$ cat src/rtl/uwire_pkg.sv
package uwire_pkg;

  typedef enum logic [1:0] {
    OP_EXT   = 2'b00,
    OP_WRITE = 2'b01,
    OP_READ  = 2'b10,
    OP_ERASE = 2'b11
  } uw_op_t;

  typedef enum logic [1:0] {
    EXT_LOCK   = 2'b00,
    EXT_FILL   = 2'b01,
    EXT_WIPE   = 2'b10,
    EXT_UNLOCK = 2'b11
  } uw_ext_t;

  typedef enum logic [2:0] {
    S_IDLE,
    S_OPC,
    S_ADDR,
    S_DATA,
    S_READ,
    S_DONE
  } uw_state_t;

endpackage

$ cat src/rtl/uwire_decoder.sv
module uwire_decoder
  import uwire_pkg::*;
#(
  parameter int ADDR_W = 6,
  parameter int DATA_W = 16
) (
  input  logic              clk,
  input  logic              rst_n,
  input  logic              cs_s,
  input  logic              sdi_s,
  input  logic              sclk_rise,
  input  logic [DATA_W-1:0] rdata,
  output logic [ADDR_W-1:0] raddr,
  output logic              we_one,
  output logic              we_all,
  output logic [ADDR_W-1:0] waddr,
  output logic [DATA_W-1:0] wdata,
  output logic              sdo
);

  localparam int CNT_W = $clog2(DATA_W + 1);
  localparam logic [CNT_W-1:0] ADDR_LAST = CNT_W'(ADDR_W - 1);
  localparam logic [CNT_W-1:0] DATA_LAST = CNT_W'(DATA_W - 1);
  localparam logic [CNT_W-1:0] READ_END  = CNT_W'(DATA_W);

  uw_state_t         state_q, state_d;
  logic [CNT_W-1:0]  cnt_q, cnt_d;
  logic [1:0]        opc_q, opc_d;
  logic [ADDR_W-1:0] addr_q, addr_d;
  logic [DATA_W-1:0] data_q, data_d;
  logic              wen_q, wen_d;
  logic              sdo_q, sdo_d;

  logic [ADDR_W-1:0] addr_shift;
  logic [DATA_W-1:0] data_shift;
  uw_op_t            op;
  uw_ext_t           ext;

  assign addr_shift = {addr_q[ADDR_W-2:0], sdi_s};
  assign data_shift = {data_q[DATA_W-2:0], sdi_s};
  assign op         = uw_op_t'(opc_q);
  assign ext        = uw_ext_t'(addr_shift[ADDR_W-1 -: 2]);

  always_comb begin
    state_d = state_q;
    cnt_d   = cnt_q;
    opc_d   = opc_q;
    addr_d  = addr_q;
    data_d  = data_q;
    wen_d   = wen_q;
    sdo_d   = sdo_q;
    we_one  = 1'b0;
    we_all  = 1'b0;
    waddr   = addr_q;
    wdata   = data_shift;
    raddr   = addr_shift;
    if (!cs_s) begin
      state_d = S_IDLE;
      cnt_d   = '0;
      sdo_d   = 1'b0;
    end else if (sclk_rise) begin
      unique case (state_q)
        S_IDLE: begin
          if (sdi_s) begin
            state_d = S_OPC;
            cnt_d   = '0;
          end
        end
        S_OPC: begin
          opc_d = {opc_q[0], sdi_s};
          if (cnt_q == CNT_W'(1)) begin
            state_d = S_ADDR;
            cnt_d   = '0;
          end else begin
            cnt_d = cnt_q + 1'b1;
          end
        end
        S_ADDR: begin
          addr_d = addr_shift;
          if (cnt_q == ADDR_LAST) begin
            cnt_d = '0;
            unique case (op)
              OP_READ: begin
                state_d = S_READ;
                data_d  = rdata;
                sdo_d   = 1'b0;
              end
              OP_WRITE: state_d = S_DATA;
              OP_ERASE: begin
                we_one  = wen_q;
                waddr   = addr_shift;
                wdata   = '1;
                state_d = S_DONE;
              end
              OP_EXT: begin
                unique case (ext)
                  EXT_UNLOCK: begin
                    wen_d   = 1'b1;
                    state_d = S_DONE;
                  end
                  EXT_LOCK: begin
                    wen_d   = 1'b0;
                    state_d = S_DONE;
                  end
                  EXT_WIPE: begin
                    we_all  = wen_q;
                    wdata   = '1;
                    state_d = S_DONE;
                  end
                  EXT_FILL: state_d = S_DATA;
                  default:  state_d = S_DONE;
                endcase
              end
              default: state_d = S_DONE;
            endcase
          end else begin
            cnt_d = cnt_q + 1'b1;
          end
        end
        S_DATA: begin
          data_d = data_shift;
          if (cnt_q == DATA_LAST) begin
            state_d = S_DONE;
            cnt_d   = '0;
            if (op == OP_WRITE) begin
              we_one = wen_q;
            end else begin
              we_all = wen_q;
            end
          end else begin
            cnt_d = cnt_q + 1'b1;
          end
        end
        S_READ: begin
          if (cnt_q == READ_END) begin
            state_d = S_DONE;
            sdo_d   = 1'b0;
          end else begin
            sdo_d  = data_q[DATA_W-1];
            data_d = {data_q[DATA_W-2:0], 1'b0};
            cnt_d  = cnt_q + 1'b1;
          end
        end
        S_DONE: begin
          state_d = S_DONE;
        end
        default: state_d = S_IDLE;
      endcase
    end
  end

  always_ff @(posedge clk or negedge rst_n) begin
    if (!rst_n) begin
      state_q <= S_IDLE;
      cnt_q   <= '0;
      opc_q   <= '0;
      addr_q  <= '0;
      data_q  <= '0;
      wen_q   <= 1'b0;
      sdo_q   <= 1'b0;
    end else begin
      state_q <= state_d;
      cnt_q   <= cnt_d;
      opc_q   <= opc_d;
      addr_q  <= addr_d;
      data_q  <= data_d;
      wen_q   <= wen_d;
      sdo_q   <= sdo_d;
    end
  end

  assign sdo = sdo_q;

  AST_DO_LOW_OUTSIDE_READ: assert property (@(posedge clk) disable iff (!rst_n)
    (state_q != S_READ) |-> !sdo_q);

  AST_CS_ABORT: assert property (@(posedge clk) disable iff (!rst_n)
    !cs_s |=> (state_q == S_IDLE && !sdo_q));

  AST_LOCKED_NO_PROGRAM: assert property (@(posedge clk) disable iff (!rst_n)
    (we_one || we_all) |-> wen_q);

  AST_ZERO_BEFORE_START: assert property (@(posedge clk) disable iff (!rst_n)
    (cs_s && sclk_rise && state_q == S_IDLE && !sdi_s) |=> state_q == S_IDLE);

  AST_WRITE_ONLY_AT_END: assert property (@(posedge clk) disable iff (!rst_n)
    (we_one || we_all) |-> (sclk_rise && cs_s));

endmodule

$ cat config.mk
export PLATFORM = sky130hd
export DESIGN_NAME = uwire_decoder
export DESIGN_NICKNAME = d
export VERILOG_FILES = /design/src/rtl/uwire_pkg.sv /design/src/rtl/uwire_decoder.sv
export SDC_FILE = /design/constraint.sdc
export NUM_CORES = 1
export LEC_CHECK = 0
export CORE_ASPECT_RATIO = 1.75
export CORE_MARGIN = 10
export CORE_UTILIZATION = 51
export DETAILED_ROUTE_END_ITERATION = 12
export PLACE_DENSITY = 0.87
export SYNTH_ARGS = -nofsm -noshare
export SYNTH_HDL_FRONTEND = slang
export SYNTH_SLANG_ARGS = --single-unit
$ cat constraint.sdc
create_clock -name clk -period 2.71 [get_ports clk]
set_input_delay 0.4065 -clock clk [delete_from_list [all_inputs] [get_ports clk]]
set_output_delay 0.4065 -clock clk [all_outputs]
set_load 0.1 [all_outputs]
### Word level (Yosys, flattened, before mapping)

Cells that the tools add are included.

* output and inout bits: 31
* flip-flop bits (word level): 34
* input bits: 21

* muxes and demuxes: 55
* equality and inequality tests: 28
* reductions and logical operators: 13
* add/subtract/negate cells: 1

Operators by type and width (count)
* 16-bit 2-to-1 mux: 8
* 16-bit one-hot mux with 3 select lines: 1
* 5-bit 2-to-1 mux: 7
* 16-bit one-hot mux with 2 select lines: 1
* 6-bit 2-to-1 mux: 5
* 5-bit one-hot mux with 5 select lines: 1
* 3-bit 2-to-1 mux: 7
* 1-bit 2-to-1 mux: 18
* 3-bit inequality test (second input constant): 6
* 3-bit one-hot mux with 6 select lines: 1
* 6-bit AND reduction: 3
* 3-bit one-hot mux with 4 select lines: 1
* 2-bit == test (second input constant): 4
* 1-bit one-hot mux with 2 select lines: 4
* 4-bit AND reduction: 2
* 3-bit by 2-bit == test with 1-bit output (second input constant): 2
* 3-bit == test (second input constant): 2
* 6-bit by 1-bit inequality test with 1-bit output (second input constant): 1
* 3-bit one-hot mux with 2 select lines: 1
* 3-bit AND reduction: 2
* 5-bit by 1-bit adder with 5-bit output (second input constant): 1
* 5-bit by 1-bit == test with 1-bit output (second input constant): 1
* 5-bit by 3-bit == test with 1-bit output (second input constant): 1
* 5-bit by 4-bit == test with 1-bit output (second input constant): 1
* 12 further kinds: 16

### Depth between registers and ports, before layout

* depth in word-level cells: 8
* mapped depth: 9
* depth with buffers taken out: 8

### Least setup slack after synthesis

OpenSTA, ideal clock, no wires.

* kind: input to output
* start: in sclk_rise
* end: out wdata[13]
* setup slack: -1.081 ns
* buffers on the path: 3
* arrival time: 3.385 ns
* cell stages on the path: 8
* cell sequence: buf_4 > and2_1 > buf_6 > nand3_4 > buf_2 > nor3_1 > nor2_1 > nor3_1

* cells in the longest elaborated chain, start to end: 2

Ends and longest elaborated chain
* from (decl): line uwire_decoder.sv:11 `input logic sclk_rise,`
* 16-bit 2-to-1 mux: line uwire_decoder.sv:61 `end else if (sclk_rise) begin`
* 16-bit 2-to-1 mux: line uwire_decoder.sv:57 `if (!cs_s) begin`
* to (decl): line uwire_decoder.sv:17 `output logic [DATA_W-1:0] wdata,`

Every way passes these cells.

### Worst setup path in the final report

* start: reg cnt_q[1]
* end: out wdata[2]

* cells in the longest elaborated chain, start to end: 5

Ends and longest elaborated chain
* from (decl): line uwire_decoder.sv:27 `logic [CNT_W-1:0] cnt_q, cnt_d;`
* from (signal assigned): line uwire_decoder.sv:163 `cnt_q <= cnt_d;`
* 5-bit by 3-bit == test with 1-bit output: line uwire_decoder.sv:80 `if (cnt_q == ADDR_LAST) begin`
* 16-bit 2-to-1 mux: line uwire_decoder.sv:80
* 16-bit 2-to-1 mux: line uwire_decoder.sv:62 `unique case (state_q)`
* 16-bit 2-to-1 mux: line uwire_decoder.sv:61
* 16-bit 2-to-1 mux: line uwire_decoder.sv:57

Every way passes these cells.

==> results.md <==
- P_leak: 1.53 nW
- Ys flop type: dfrtp_1
- Vias/cell: 6.02
- CTS Root Cell: clkbuf_8
- Yosys cell types: 45
- Synth Area in Simple Gates: 17.8%
- Mapped Cells: 267
- Ratio of cells with drive above 1 in the final layout: 24.6%
- Port bufs: 51
- Row count: 33
- Peak Freq: 380 MHz
- Number of flops mapped to enable cells by yosys: 0
- Initial antenna violation count: 0
- CTS sink cnt: 34
- Largest net degree at the start of global routing: 35
- Final setup margin: 0.0787 ns
- Min Tclk post-route: 2.63 ns
- P&R area growth vs syn: 39.8%
- H-tree depth: 2
- Proportion of synthesized area in mux cells: 12.6%
- Worst Path Required: 2.30 ns
- Max_slew headroom: 57.6%
- Hold Path Class: reg -> reg
- Starting Density: 52.2%
- Via count: 2247
- Most frequent cells in the layout: a21oi_1, dfrtp_1, buf_12
- Asr flop ratio synth: 100%
- Setup Viol. Count Final: 0
- Clock latency on the worst-skew pair: 0.29 ns
- Total Wirelength: 6.49 mm
- Core area: 4620 µm²
- Final max-slew violation count: 0
- Post-route DRC: 0
- Compound-Gate Fraction of Synth Area: 19.1%
- Hold Slack: 0.487 ns
- Syn avg cell area: 9.05 µm²
- Most common cell after layout, fill and taps aside: a21oi_1
- Vias in the first global route: 2277
- First-pass GRT wire length: 10.7 mm
- Pwr/cell area: 589 nW/µm²
- Post-DP HPWL: 4.94 mm
- DIE HEIGHT: 111 µm
- Gpl congestion: 0.910
- Register area share after synthesis: 35.2%
- Register area: 851 µm²
- Status: complete, no violations
- Clk pin slew, worst setup/hold paths: 0.07 ns
- Final nets: 354
- Yosys warning total: 0
- Max rail drop VDD: 0.602 mV
- Worst R2R End: data_q[0]$_DFFE_PN0P_
- Die area: 8000 µm²
- Worst r2r src: cnt_q[1]$_DFFE_PN0P_
- Area taken by multi-input logic gates: 1420 µm²
- Post-route ant nets: 0
- DR WL/cell: 17.4 µm
- DP Worst Slack: 0.00415 ns
- Max-Cap Viols: 0
- Setup TNS: 0 ns
- CTS tree: yes
- DR iter-0 viols: 146
- Drt first pass iters: 4
- Synth Area in XOR/XNOR: 0%
- # fillers: 332
- Max Buffers Root-to-Sink: 2
- Crit end category: output pin
- Antenna cells: 0
- Final Skew: 0.00332 ns
- R2R depth: 7
- Setup CP Type: reg -> out
- IO Count: 52
- Post-Syn Area: 2420 µm²
- Seq cells post-synth: 34
- Largest family of logic cells by synthesized area: compound AO/OA/AOI/OAI gates
- Crit path DAT: 2.22 ns
- CTS Hold Buffers Added: 0
- GR Overflow Total: 0
- End point of the critical path: wdata[2]
- Crit path launch: cnt_q[1]$_DFFE_PN0P_
- CP max FO: 14
- Worst Tran Pin Value: 0.636 ns
- CP Launch Type: flip-flop
- Total CTS buffers: 5
- Mapped Nets: 301
- Final core utilization: 73.0%
- Die Span X: 72.0 µm
- Final hold vios: 0
- Total GRT Usage: 16.0%
- Post-Synth Adder-Cell Area: 6.73%
- RSZ-0062 raised after global routing: no
- Tcrit/Tclk final: 97.1%
- R2R setup slack: 0.28 ns
==> where the power goes <==
part	internal (W)	switching (W)	total, W
combinational	0.000355	0.000621	0.000975
clock	0.000205	0.000179	0.000384
sequential	0.000571	0.0000574	0.000628
total	0.00113	0.000857	0.00199
==> worst max-delay path, stage by stage (launching register included) <==
cell	delay, ns
dfrtp_1	0.40
inv_1	0.11
ha_2	0.22
nand4bb_4	0.16
or4_4	0.47
buf_12	0.17
a21o_1	0.22
buf_12	0.18
==> per-stage QoR <==
| step | instance area [µm²] | total power [W] | cells |
|---|---|---|---|
| floorplan | 2450 | 0.00126 | 267 |
| finish | 3380 | 0.00199 | 373 |
| global placement | 3240 | 0.00155 | 362 |
| CTS | 3340 | 0.00196 | 370 |
| global route | 3380 | 0.00208 | 373 |
| detailed placement | 3240 | 0.00158 | 362 |
==> Yosys cell counts (2+ instances only) <==
master,number,share of area [%]
a21o_1,15,4.7
dfrtp_1,34,35
nor2b_1,3,0.78
a41oi_1,2,0.73
buf_4,9,2.8
ha_1,13,6.7
and2_1,3,0.78
a21oi_1,37,7.7
or3_1,2,0.52
nor3_1,8,1.7
and3_1,2,0.52
nand2b_1,4,1.0
nor2_1,13,2.0
clkbuf_1,5,0.78
a31oi_1,4,1.0
buf_6,3,1.4
mux2_2,11,5.1
nand2_1,21,3.3
buf_2,6,1.2
nand3b_1,2,0.62
o21ai_0,9,1.9
inv_1,14,2.2
nand4bb_1,2,0.93
mux2i_1,17,7.0
nand3_1,8,1.7
==> kinds of logic after synthesis <==
logic type / after synthesis
muxes: 29
adders and majority gates: 13
AOI/OAI and AO/OA: 76
and+or+nand+nor: 77
buffers and inverters: 38
DFF: 34
==> layer usage <==
layer / global-route usage [%] / up-vias / wire length, µm
li1: - / 1055 / -
met1: 16.1 / 1082 / 2210
met2: 29.1 / 90 / 3680
met3: 3.85 / 20 / 353
met4: 7.65 / 0 / 248
met5: 0 / - / 0
==> how the worst min path moves through the flow <==
stage | from | to | slack (ns) | cells past startpoint
CTS | addr_q[5]$_DFFE_PN0P_ | addr_q[5]$_DFFE_PN0P_ | 0.49 | 2
detailed placement | addr_q[5]$_DFFE_PN0P_ | addr_q[5]$_DFFE_PN0P_ | 0.47 | 2
global placement | addr_q[5]$_DFFE_PN0P_ | addr_q[5]$_DFFE_PN0P_ | 0.47 | 2
global route | addr_q[5]$_DFFE_PN0P_ | addr_q[5]$_DFFE_PN0P_ | 0.52 | 2
floorplan | rst_n | addr_q[0]$_DFFE_PN0P_ | 0.11 | 0
finish | addr_q[5]$_DFFE_PN0P_ | addr_q[5]$_DFFE_PN0P_ | 0.49 | 2
==> sequential cells by signal, summed over array words and instances (netlist names) <==
register / cells
op: 2
addr_q: 6
state_q: 3
wen_q: 1
sdo: 1
data_q: 16
cnt_q: 5
==> cell type report <==
cell class	instances	area share, %
clock inverters	1	0.148
repair buffers	70	26.7
clock buffers	7	2.56
multi-input cells	195	41.9
flip-flops and latches	34	25.2
inverters	14	1.56
well taps	52	1.93
==> timing repair <==
action,in CTS,in global routing
gates resized for setup,1,4
buffers inserted,0,3
gates cloned,0,0
endpoints found under the setup margin,15,20
Power figures use the tool's default switching activity.
